[config.mk]
export PLATFORM = sky130hd
export DESIGN_NAME = txd_bias_mod_ctrl
export DESIGN_NICKNAME = d
export VERILOG_FILES = /design/src/rtl/txd_ctrl_pkg.sv /design/src/rtl/txd_sync.sv /design/src/rtl/txd_seq.sv /design/src/rtl/txd_sar.sv /design/src/rtl/txd_mod_hold.sv /design/src/rtl/txd_bias_mod_ctrl.sv
export SDC_FILE = /design/constraint.sdc
export NUM_CORES = 1
export LEC_CHECK = 0
export BUFFER_PORTS_ARGS = -buffer_cell sky130_fd_sc_hd__buf_2
export CORE_ASPECT_RATIO = 0.75
export CORE_UTILIZATION = 29
export DETAILED_ROUTE_END_ITERATION = 12
export PLACE_DENSITY = 0.6
export SKIP_LAST_GASP = 1
export SLEW_MARGIN = 20
export SYNTH_ARGS = -nofsm -noshare
export SYNTH_HDL_FRONTEND = slang
export SYNTH_SLANG_ARGS = --single-unit
[constraint.sdc]
create_clock -name clk -period 2.2 [get_ports clk]
set_input_delay 0.33 -clock clk [delete_from_list [all_inputs] [get_ports clk]]
set_output_delay 0.33 -clock clk [all_outputs]
set_load 0.005 [all_outputs]
[src/rtl/txd_ctrl_pkg.sv]
package txd_ctrl_pkg;
  typedef enum logic [1:0] {
    ST_OFF    = 2'd0,
    ST_LOAD   = 2'd1,
    ST_SEARCH = 2'd2,
    ST_RUN    = 2'd3
  } txd_state_e;
endpackage

[src/rtl/txd_sync.sv]
module txd_sync #(
  parameter int STAGES = 2
) (
  input  logic clk,
  input  logic rst_n,
  input  logic d,
  output logic q
);
  logic [STAGES-1:0] chain;

  generate
    for (genvar s = 0; s < STAGES; s++) begin : g_stage
      if (s == 0) begin : g_first
        always_ff @(posedge clk or negedge rst_n) begin
          if (!rst_n) chain[0] <= 1'b0;
          else        chain[0] <= d;
        end
      end else begin : g_next
        always_ff @(posedge clk or negedge rst_n) begin
          if (!rst_n) chain[s] <= 1'b0;
          else        chain[s] <= chain[s-1];
        end
      end
    end
  endgenerate

  assign q = chain[STAGES-1];
endmodule

[src/rtl/txd_seq.sv]
module txd_seq
  import txd_ctrl_pkg::*;
(
  input  logic clk,
  input  logic rst_n,
  input  logic off,
  input  logic done,
  output logic load,
  output logic search,
  output logic run
);
  txd_state_e state_q, state_n;

  always_comb begin
    state_n = state_q;
    if (off) begin
      state_n = ST_OFF;
    end else begin
      case (state_q)
        ST_OFF:    state_n = ST_LOAD;
        ST_LOAD:   state_n = ST_SEARCH;
        ST_SEARCH: state_n = done ? ST_RUN : ST_SEARCH;
        ST_RUN:    state_n = ST_RUN;
        default:   state_n = ST_OFF;
      endcase
    end
  end

  always_ff @(posedge clk or negedge rst_n) begin
    if (!rst_n) state_q <= ST_OFF;
    else        state_q <= state_n;
  end

  assign load   = !off && (state_q == ST_LOAD);
  assign search = !off && (state_q == ST_SEARCH);
  assign run    = !off && (state_q == ST_RUN);
endmodule

[src/rtl/txd_sar.sv]
module txd_sar #(
  parameter int W = 8
) (
  input  logic         clk,
  input  logic         rst_n,
  input  logic         clr,
  input  logic         start,
  input  logic         step,
  input  logic         keep,
  output logic [W-1:0] code,
  output logic         done
);
  localparam logic [W-1:0] TOP_BIT = {1'b1, {(W-1){1'b0}}};

  logic [W-1:0] code_q, mask_q;

  always_ff @(posedge clk or negedge rst_n) begin
    if (!rst_n) begin
      code_q <= '0;
      mask_q <= '0;
    end else if (clr) begin
      code_q <= '0;
      mask_q <= '0;
    end else if (start) begin
      code_q <= TOP_BIT;
      mask_q <= TOP_BIT;
    end else if (step) begin
      code_q <= (keep ? code_q : (code_q & ~mask_q)) | (mask_q >> 1);
      mask_q <= mask_q >> 1;
    end
  end

  assign code = code_q;
  assign done = step && mask_q[0];
endmodule

[src/rtl/txd_mod_hold.sv]
module txd_mod_hold #(
  parameter int W = 8
) (
  input  logic         clk,
  input  logic         rst_n,
  input  logic         clr,
  input  logic         load,
  input  logic [W-1:0] din,
  output logic [W-1:0] q
);
  logic [W-1:0] q_r;

  always_ff @(posedge clk or negedge rst_n) begin
    if (!rst_n)    q_r <= '0;
    else if (clr)  q_r <= '0;
    else if (load) q_r <= din;
  end

  assign q = q_r;
endmodule

[src/rtl/txd_bias_mod_ctrl.sv]
module txd_bias_mod_ctrl #(
  parameter int BIAS_W      = 8,
  parameter int MOD_W       = 8,
  parameter int SYNC_STAGES = 2
) (
  input  logic              clk,
  input  logic              rst_n,
  input  logic              txd_pin,
  input  logic              txd_soft,
  input  logic [MOD_W-1:0]  mod_temp,
  input  logic              cmp_valid,
  input  logic              cmp_below,
  output logic              cmp_ready,
  output logic [BIAS_W-1:0] bias_code,
  output logic [MOD_W-1:0]  mod_code,
  output logic              ready
);
  logic pin_s, off;
  logic load, search, run, done, step;
  logic [BIAS_W-1:0] sar_code;
  logic [MOD_W-1:0]  mod_q;

  txd_sync #(.STAGES(SYNC_STAGES)) u_sync (
    .clk(clk), .rst_n(rst_n), .d(txd_pin), .q(pin_s)
  );

  assign off  = pin_s | txd_soft;
  assign step = cmp_valid && search;

  txd_seq u_seq (
    .clk(clk), .rst_n(rst_n), .off(off), .done(done),
    .load(load), .search(search), .run(run)
  );

  txd_sar #(.W(BIAS_W)) u_sar (
    .clk(clk), .rst_n(rst_n), .clr(off), .start(load),
    .step(step), .keep(cmp_below), .code(sar_code), .done(done)
  );

  txd_mod_hold #(.W(MOD_W)) u_mod (
    .clk(clk), .rst_n(rst_n), .clr(off), .load(load),
    .din(mod_temp), .q(mod_q)
  );

  assign cmp_ready = search;
  assign ready     = run;
  assign bias_code = off ? '0 : sar_code;
  assign mod_code  = off ? '0 : mod_q;
endmodule

==> flow_summary_export.csv, run 1 <==
group,metric,value,unit
yosys,synth-warning-count,0,
yosys,ys_ff_latch,28,
layout,n_antenna_cell,0,
yosys,syn_area_per_cell,9.870,um2
layout,layout-area-overhead-vs-synth,17.79,%
yosys,synth.area.top_cells,"dfrtp_1 (53%), and2_1 (8.0%), a32o_1 (5.3%)",
power_and_ir_drop,finalPower,0.8825,mW
layout,fillCellCount,451,
yosys,synth_fp_nets,148,
critical_path,critical_path_required,1870,ps
placement,gp_congestion,0.7729,
detailed_routing,drtAntennaViolNets,0,
grt,grt-ovfl-total,0,
yosys,synth-compound-area-share,15.42,%
timing,worst_pin_slew,619.9,ps
critical_path,worstReg2RegStart,"u_seq.state_q[0]",
clock_tree,clk_pin_slew_worst_paths,90,ps
grt,antenna_found_initial,0,
clock_tree,cts_made_buffers,3,
layout,fin_area,1558,um2
clock_tree,root_buffer,"clkbuf_8",
detailed_routing,vias,1097,
min_path,hold_class,"primary input to async pin",
floorplanning,pin_count,32,
yosys,synth_common_cells,"dfrtp_1 (28), nand2_1 (18), and2_1 (17)",
power_and_ir_drop,p_leak,0.7044,nW
yosys,synth_top_cell_area_share,52.98,%
detailed_routing,viasPerCell,5.102,
yosys,synthAdderAreaFrac,0,%
critical_path,crit_end,"cmp_ready",
critical_path,r2r-end,"u_sar.code[0]",
floorplanning,dieWidth,79.98,um
placement,portBuffers,31,
grt,grt_pass1_wl,5112,um
yosys,seq_area_frac_synth,52.98,%
detailed_routing,route.detailed.drc,0,
critical_path,worstSetupStartpoint,"u_seq.state_q[0]",
power_and_ir_drop,vdd_drop_max,0.3668,mV
timing,final_hold_viol_count,0,
floorplanning,dieHeight,60.49,um
critical_path,slowest_delay,630,ps
critical_path,crit_slowest_cell,"nor4b_4",
grt,grt_max_degree,29,
clock_tree,ctsHoldBuffers,0,
detailed_routing,drtIter0Drc,59,
yosys,synthArstFlopShare,100.0,%
yosys,synthXorXnorAreaFrac,0,%
layout,fin_nets,176,
clock_tree,clk_path_buf_depth,2,
yosys,netlist_instances,134,
placement,place_ws,353.9,ps
layout,drive_above_1_share,23.75,%
timing,setup_viol,0,
critical_path,cp.arrival,1610,ps
clock_tree,cts_tree,"yes",
layout,layout.area.seq,700.7,um2
timing,max_slew_margin,58.50,%
clock_tree,post_cts_resized,0,
timing,finalMaxSlewViolations,0,
timing,period_needed,1942,ps
timing,tns,0,ps
critical_path,start_kind,"flop",
placement,place_area,1516,um2
yosys,synthFlopType,"dfrtp_1",
floorplanning,start_util,31.46,%
critical_path,r2r_slack,330,ps
yosys,syn_area,1323,um2
floorplanning,design.core.area,4204,um2
floorplanning,die_area,4837,um2
clock_tree,cts_sinks,28,
yosys,yosysTopAreaCell,"dfrtp_1",
detailed_routing,wl_per_cell,14.16,um
flow_run,maxCapViolations,0,
layout,multi_input_area,576.8,um2
floorplanning,num_rows,20,
grt,first_global_vias,1033,
timing,rsz0062_at_grt,"no",
critical_path,path_class,"flop to output pin",
yosys,synth_cell_types,20,
outcome,status,"completed",
detailed_routing,routed_wl,3044,um
layout,fin_util,37.05,%
critical_path,critPathCaptureType,"output pin",
yosys,synth_mux_area_share,0,%
yosys,synth_top_family_by_area,"simple AND/OR/NAND/NOR gates",
clock_tree,worst_skew_pair.late_latency,280,ps
timing,fin_crit_sh,88.28,%
critical_path,rr_worst_depth,3,
timing,setup_ws,257.8,ps
clock_tree,cts_setup_buffers,0,
power_and_ir_drop,p_per_area,566.5,nW/um2
yosys,yosys.cell_count.top_type,"dfrtp_1",
clock_tree,ctsHtreeMaxLevel,1,
timing,max_freq,514.9,MHz
critical_path,cp_max_fo,13,
yosys,synth_simple_gate_area_share,28.19,%
timing,clock_skew,6.206,ps
detailed_routing,dr.pass1.iters,4,
grt,grtUsageTotal,14.02,%
yosys,synth_edf_count,0,
placement,hpwl,2118,um
critical_path,crit_chain,"nor4b_4 -> buf_2",
worst min path at each step:
stage                    endpoint  slack, ps  depth (start not counted)
global route        u_sar.code[1]        110                          1
floorplan              u_mod.q[0]         30                          0
detailed placement       u_sync.q        340                          0
finish              u_sar.code[2]         60                          1
CTS                 u_sar.code[1]         80                          1
global placement         u_sync.q        330                          0
state kept, by name (all words and copies together), names as in the netlist:
name,cells
u_sar.code,8
u_mod.q,8
u_seq.state_q,2
u_sync.chain,1
u_sync.q,1
u_sar.mask_q,8
cells in the final DEF, fill, tap and decap left out:
| master | n |
|---|---|
| nand2_1 | 18 |
| a211oi_1 | 1 |
| o21ai_0 | 7 |
| nand4b_1 | 6 |
| nor2b_1 | 2 |
| buf_2 | 31 |
| clkbuf_8 | 3 |
| and2_1 | 17 |
| or3b_1 | 1 |
| nor4b_4 | 1 |
| nand2b_1 | 3 |
| nand3_1 | 11 |
| a32o_1 | 7 |
| a32oi_1 | 3 |
| buf_4 | 2 |
| nor2_1 | 4 |
| or2_2 | 1 |
| and3_1 | 1 |
| a21oi_1 | 13 |
| dfrtp_1 | 28 |
power by group:
group	internal [mW]	switching, mW	leakage, nW
clock network	0.123	0.156	0.0216
registers	0.522	0.00862	0.384
logic	0.0230	0.0498	0.299
logic make-up after synthesis:
group | count (synthesis)
compound gates | 31
flops | 28
buf+inv | 10
simple gates | 65
area by class of cell:
class,instances,share of cell area [%]
clock buffers,3,2.651
multi-input cells,96,37.03
flip-flops and latches,28,44.98
well taps,55,4.418
repair buffers,33,10.92
stage by stage:
| step | cells | hold WS, ps |
|---|---|---|
| 6_report | 215 | 57.99 |
| 3_3_place_gp | 212 | 333.0 |
| 2_1_floorplan | 134 | 34.41 |
| 5_1_grt | 215 | 108.5 |
| 3_5_place_dp | 212 | 344.9 |
| 4_1_cts | 215 | 82.68 |
critical path, delay by kind of cell (launching register included):
kind | cells | cell delay (ps)
AND/OR/NAND/NOR | 1 | 630
flip-flops | 1 | 480
buffers and inverters | 1 | 230
per-layer routing:
metal,share of wire (%),wire [um],vias to the layer above,track usage [%]
li1,-,-,525,-
met1,47,1439,532,18.34
met4,0.56,17,0,4.337
met5,0,0,-,0
met2,45,1376,36,23.32
met3,6.9,210,4,3.459
No activity file was read; power rests on OpenSTA's default activity.
==> run 2, diff against run 1 <==
--- a/constraint.sdc
+++ b/constraint.sdc
@@ -3,2 +3,2 @@
 set_output_delay 0.33 -clock clk [all_outputs]
-set_load 0.005 [all_outputs]
+set_load 0.1 [all_outputs]
==> run 2 against run 1 <==
Sequential power about the same. Cell count rose by 0.93%. Clock skew is 2.3 ps higher. First-iteration DRC count up 58%. Die area did not move. Global-route usage shrank 0.15 points. Setup slack got worse by 39 ps. Critical path type unchanged.
==> flow_summary_export.csv, run 2 (synthesis gave the netlist of run 1 again) <==
group,metric,value,unit
clock_tree,worst_skew_pair.late_latency,270,ps
grt,grtUsageTotal,13.87,%
clock_tree,post_cts_resized,0,
clock_tree,clk_path_buf_depth,2,
floorplanning,num_rows,20,
outcome,status,"completed",
layout,final_cell_mix,"dfrtp_1 (28), nand2_1 (18), and2_1 (17), buf_12 (17), buf_2 (14)",
critical_path,start_kind,"flop",
power_and_ir_drop,vdd_drop_max,0.5287,mV
clock_tree,cts_setup_buffers,0,
layout,final_common_cell,"dfrtp_1",
power_and_ir_drop,p_leak,0.7673,nW
layout,n_antenna_cell,0,
clock_tree,cts_tree,"yes",
detailed_routing,wl_per_cell,13.91,um
critical_path,cp.arrival,1650,ps
flow_run,maxCapViolations,0,
clock_tree,clk_pin_slew_worst_paths,100,ps
detailed_routing,drtIter0Drc,93,
timing,worst_pin_slew,631.5,ps
timing,rsz0062_at_grt,"no",
min_path,hold_class,"primary input to async pin",
grt,grt-ovfl-total,0,
grt,grt_pass1_wl,5106,um
detailed_routing,routed_wl,3018,um
critical_path,path_class,"flop to output pin",
floorplanning,design.core.area,4204,um2
timing,final_hold_viol_count,0,
clock_tree,root_buffer,"clkbuf_8",
clock_tree,cts_made_buffers,3,
critical_path,critPathCaptureType,"output pin",
placement,portBuffers,31,
timing,fin_crit_sh,90.06,%
layout,fin_util,44.02,%
detailed_routing,vias,1104,
critical_path,critical_path_required,1870,ps
detailed_routing,route.detailed.drc,0,
clock_tree,ctsHtreeMaxLevel,1,
timing,finalMaxSlewViolations,0,
timing,max_freq,504.7,MHz
grt,antenna_found_initial,0,
layout,fin_nets,177,
layout,layout-area-overhead-vs-synth,39.92,%
placement,gp_congestion,0.7806,
floorplanning,dieHeight,60.49,um
timing,clock_skew,8.510,ps
clock_tree,cts_sinks,28,
floorplanning,pin_count,32,
floorplanning,die_area,4837,um2
grt,first_global_vias,1061,
layout,fillCellCount,408,
placement,hpwl,2165,um
power_and_ir_drop,p_per_area,550.5,nW/um2
floorplanning,start_util,31.46,%
clock_tree,ctsHoldBuffers,0,
grt,grt_max_degree,29,
critical_path,cp_max_fo,9,
floorplanning,dieWidth,79.98,um
detailed_routing,viasPerCell,5.088,
timing,max_slew_margin,57.90,%
placement,place_ws,463.9,ps
timing,tns,0,ps
timing,period_needed,1981,ps
timing,setup_viol,0,
timing,setup_ws,218.7,ps
detailed_routing,drtAntennaViolNets,0,
detailed_routing,dr.pass1.iters,4,
layout,drive_above_1_share,24.69,%
## run 2: changes by cell type in the layout (fill, tap and decap cells not counted), sizes merged
cell / before / now
buf: 33 / 34
bufinv: 0 / 1
## run 2: power breakdown
| part | switching, mW | leakage [nW] | internal (mW) |
|---|---|---|---|
| combinational | 0.0603 | 0.347 | 0.0271 |
| clock | 0.157 | 0.0357 | 0.244 |
| sequential | 0.00879 | 0.384 | 0.522 |
## run 2: worst paths after layout
path	from	to	slack, ps	depth (start not counted)
min in group clk	txd_pin	u_sync.chain[0]	160	1
max reg2reg	u_seq.state_q[0]	u_sar.mask_q[5]	440	4
max in group asynchronous	rst_n	u_mod.q[5]	1720	1
min	rst_n	u_sar.code[1]	60	1
max	u_seq.state_q[0]	cmp_ready	220	2
min reg2reg	u_sync.chain[0]	u_sync.q	370	0
## run 2: stage by stage
step / cells / instance area (um2) / total power [mW] / hold WS [ps]
3_5_place_dp: 213 / 1779 / 0.6294 / 349.1
2_1_floorplan: 134 / 1323 / 0.5864 / 34.41
6_report: 217 / 1851 / 1.019 / 63.31
5_1_grt: 217 / 1851 / 1.060 / 98.25
3_3_place_gp: 213 / 1779 / 0.6266 / 334.1
4_1_cts: 217 / 1851 / 1.034 / 74.06
## run 2: layout make-up
| cell class | count | area [um2] | share of cell area (%) |
|---|---|---|---|
| flip-flops and latches | 28 | 700.7 | 37.86 |
| multi-input cells | 96 | 576.8 | 31.17 |
| repair buffers | 34 | 432.9 | 23.39 |
| well taps | 55 | 68.82 | 3.719 |
| clock buffers | 3 | 41.29 | 2.231 |
| clock inverters | 1 | 30.03 | 1.623 |
## run 2: worst max-delay path: stages, from the launching register on
cell     delay (ps)
dfrtp_1         490
nor4b_4         400
buf_2           490
## run 2: metal layers
metal | GRT usage, % | wire length [um]
met5 | 0 | 0
met1 | 19.43 | 1471
met4 | 1.531 | 0
met3 | 3.308 | 125
met2 | 22.83 | 1422
==> run 3, diff against run 2 <==
Settings changed: PLACE_DENSITY 0.6 to 0.61.
Clock period 2.2 ns to 1.8 ns, I/O delays scaled along.
==> run 3 against run 2 <==
The run now ends with hold timing left. Core utilization grew 1.4 points. Count of clock-buffer cells in the layout grew 1. Clock power shrank 2%. Design area grew 3.2%. Sequential share of layout area shrank 1.1 points. Cell count grew 1.8%. Setup slack lost 120 ps. Hold slack lost 74 ps. Power grew 14%. Register-to-register slack lost 250 ps. Global-route usage grew 0.37 points. Critical endpoint unchanged. Highest routed layer is now met4.
==> flow_summary_export.csv, run 3 (synthesis gave the netlist of run 1 again) <==
group,metric,value,unit
outcome,status,"finished with violations",
outcome,failed_checks,"hold timing",
timing,max_freq,589.4,MHz
detailed_routing,drtIter0Drc,68,
timing,setup_viol,0,
placement,place_area,1838,um2
clock_tree,worst_skew_pair.late_latency,280,ps
grt,grtUsageTotal,14.24,%
critical_path,critPathCaptureType,"output pin",
critical_path,worstSetupStartpoint,"u_seq.state_q[0]",
critical_path,rr_worst_depth,4,
power_and_ir_drop,vdd_drop_max,0.4931,mV
layout,fin_area,1909,um2
floorplanning,design.core.area,4204,um2
power_and_ir_drop,p_per_area,605.8,nW/um2
critical_path,cp_max_fo,11,
critical_path,path_class,"flop to output pin",
critical_path,critical_path_required,1530,ps
floorplanning,dieHeight,60.49,um
critical_path,worst_path_dominant_cell_family,"flip-flops",
detailed_routing,route.detailed.drc,0,
flow_run,maxCapViolations,0,
timing,max_slew_margin,59.65,%
critical_path,cp.arrival,1430,ps
placement,portBuffers,31,
timing,tns,0,ps
critical_path,slowest_delay,460,ps
critical_path,r2r_slack,190,ps
clock_tree,cts_tree,"yes",
timing,rsz0062_at_grt,"no",
detailed_routing,dr.pass1.iters,6,
critical_path,crit_slowest_cell,"dfrtp_2",
clock_tree,clk_path_buf_depth,2,
layout,layout-area-overhead-vs-synth,44.37,%
critical_path,worstReg2RegStart,"u_seq.state_q[0]",
layout,n_antenna_cell,0,
clock_tree,ctsHtreeMaxLevel,1,
floorplanning,die_area,4837,um2
grt,grt-ovfl-total,0,
grt,grt_pass1_wl,5237,um
timing,final_hold_viol_count,21,
clock_tree,clk_pin_slew_worst_paths,100,ps
critical_path,crit_chain,"nor4b_4 -> buf_6 -> buf_12",
detailed_routing,routed_wl,3039,um
min_path,hold_class,"primary input to async pin",
floorplanning,pin_count,32,
floorplanning,num_rows,20,
grt,grt_max_degree,29,
power_and_ir_drop,p_leak,0.7956,nW
layout,final_cell_mix,"dfrtp_1 (27), nand2_1 (18), buf_12 (18)",
grt,antenna_found_initial,0,
timing,finalMaxSlewViolations,0,
layout,fin_nets,181,
timing,clock_skew,6.540,ps
detailed_routing,drtAntennaViolNets,0,
floorplanning,dieWidth,79.98,um
clock_tree,root_buffer,"clkbuf_8",
layout,final_common_cell,"dfrtp_1",
detailed_routing,wl_per_cell,13.75,um
detailed_routing,viasPerCell,5.136,
critical_path,start_kind,"flop",
critical_path,r2r-end,"u_sar.mask_q[0]",
layout,drive_above_1_share,37.35,%
clock_tree,cts_made_buffers,3,
clock_tree,cts_sinks,28,
placement,gp_congestion,0.8229,
placement,hpwl,2196,um
timing,worst_pin_slew,605.3,ps
detailed_routing,vias,1135,
critical_path,critPathBufInv,2,
grt,first_global_vias,1094,
floorplanning,start_util,31.46,%
timing,period_needed,1697,ps
timing,fin_crit_sh,94.26,%
timing,hold_ws,-11.11,ps
run 3: cell types whose count changed in the layout (fill, tap and decap cells not counted), moves of 2 or more:
cell	previous run	this run
and2_1	17	1
and2_2	0	16
buf_4	3	5
buf_6	0	2
run 3: timing repair:
item / 4_1_cts / 5_1_grt
setup buffers: 0 / 1
setup endpoints to repair: 1 / 7
hold buffers: 0 / 0
gates resized for setup: 1 / 2
pin swaps: 0 / 1
run 3: worst register-to-register path, cell delays in order, from the launching register on:
cell	delay (ps)
dfrtp_2	460
nor4b_4	320
buf_6	190
and2_1	350
o21ai_0	170
run 3: layout make-up:
| cell class | count | area (um2) |
|---|---|---|
| clock buffer | 4 | 55.05 |
| timing repair buffer | 38 | 485.5 |
| sequential | 28 | 701.9 |
| tap | 55 | 68.82 |
| fill | 392 | 2295 |
| multi-input combinational | 96 | 598.1 |
run 3: routing by layer:
layer / global-route usage (%) / up-vias / part of all wire (%)
met2: 23.20 / 26 / 49
li1: - / 540 / -
met1: 19.34 / 567 / 47
met4: 3.061 / 0 / 0.30
met5: 0 / - / 0
met3: 3.759 / 2 / 3.8
run 3: worst max path at each step:
stage                      endpoint  slack [ps]  cells after the start
floorplan             u_sar.code[6]         160                      4
global placement    u_sar.mask_q[0]         170                      4
detailed placement  u_sar.mask_q[0]          90                      4
CTS                       cmp_ready          20                      3
global route              cmp_ready           6                      3
finish                    cmp_ready         100                      3
run 3: power by group:
part | switching, mW | total (mW) | internal [mW]
Combinational | 0.0787 | 0.119 | 0.0407
Clock | 0.195 | 0.391 | 0.196
Sequential | 0.00830 | 0.647 | 0.638
run 3: per-stage QoR:
step	hold slack [ps]	util, %	cells	total power [mW]	worst slack [ps]
after global routing	42.75	45.42	221	1.211	6.465
final	-11.11	45.42	221	1.157	103.3
after global placement	310.1	43.72	216	0.7717	171.0
after floorplan	-25.59	-	134	0.7170	157.0
after detailed placement	328.0	43.72	216	0.7760	91.97
after CTS	23.00	45.06	220	1.166	16.12
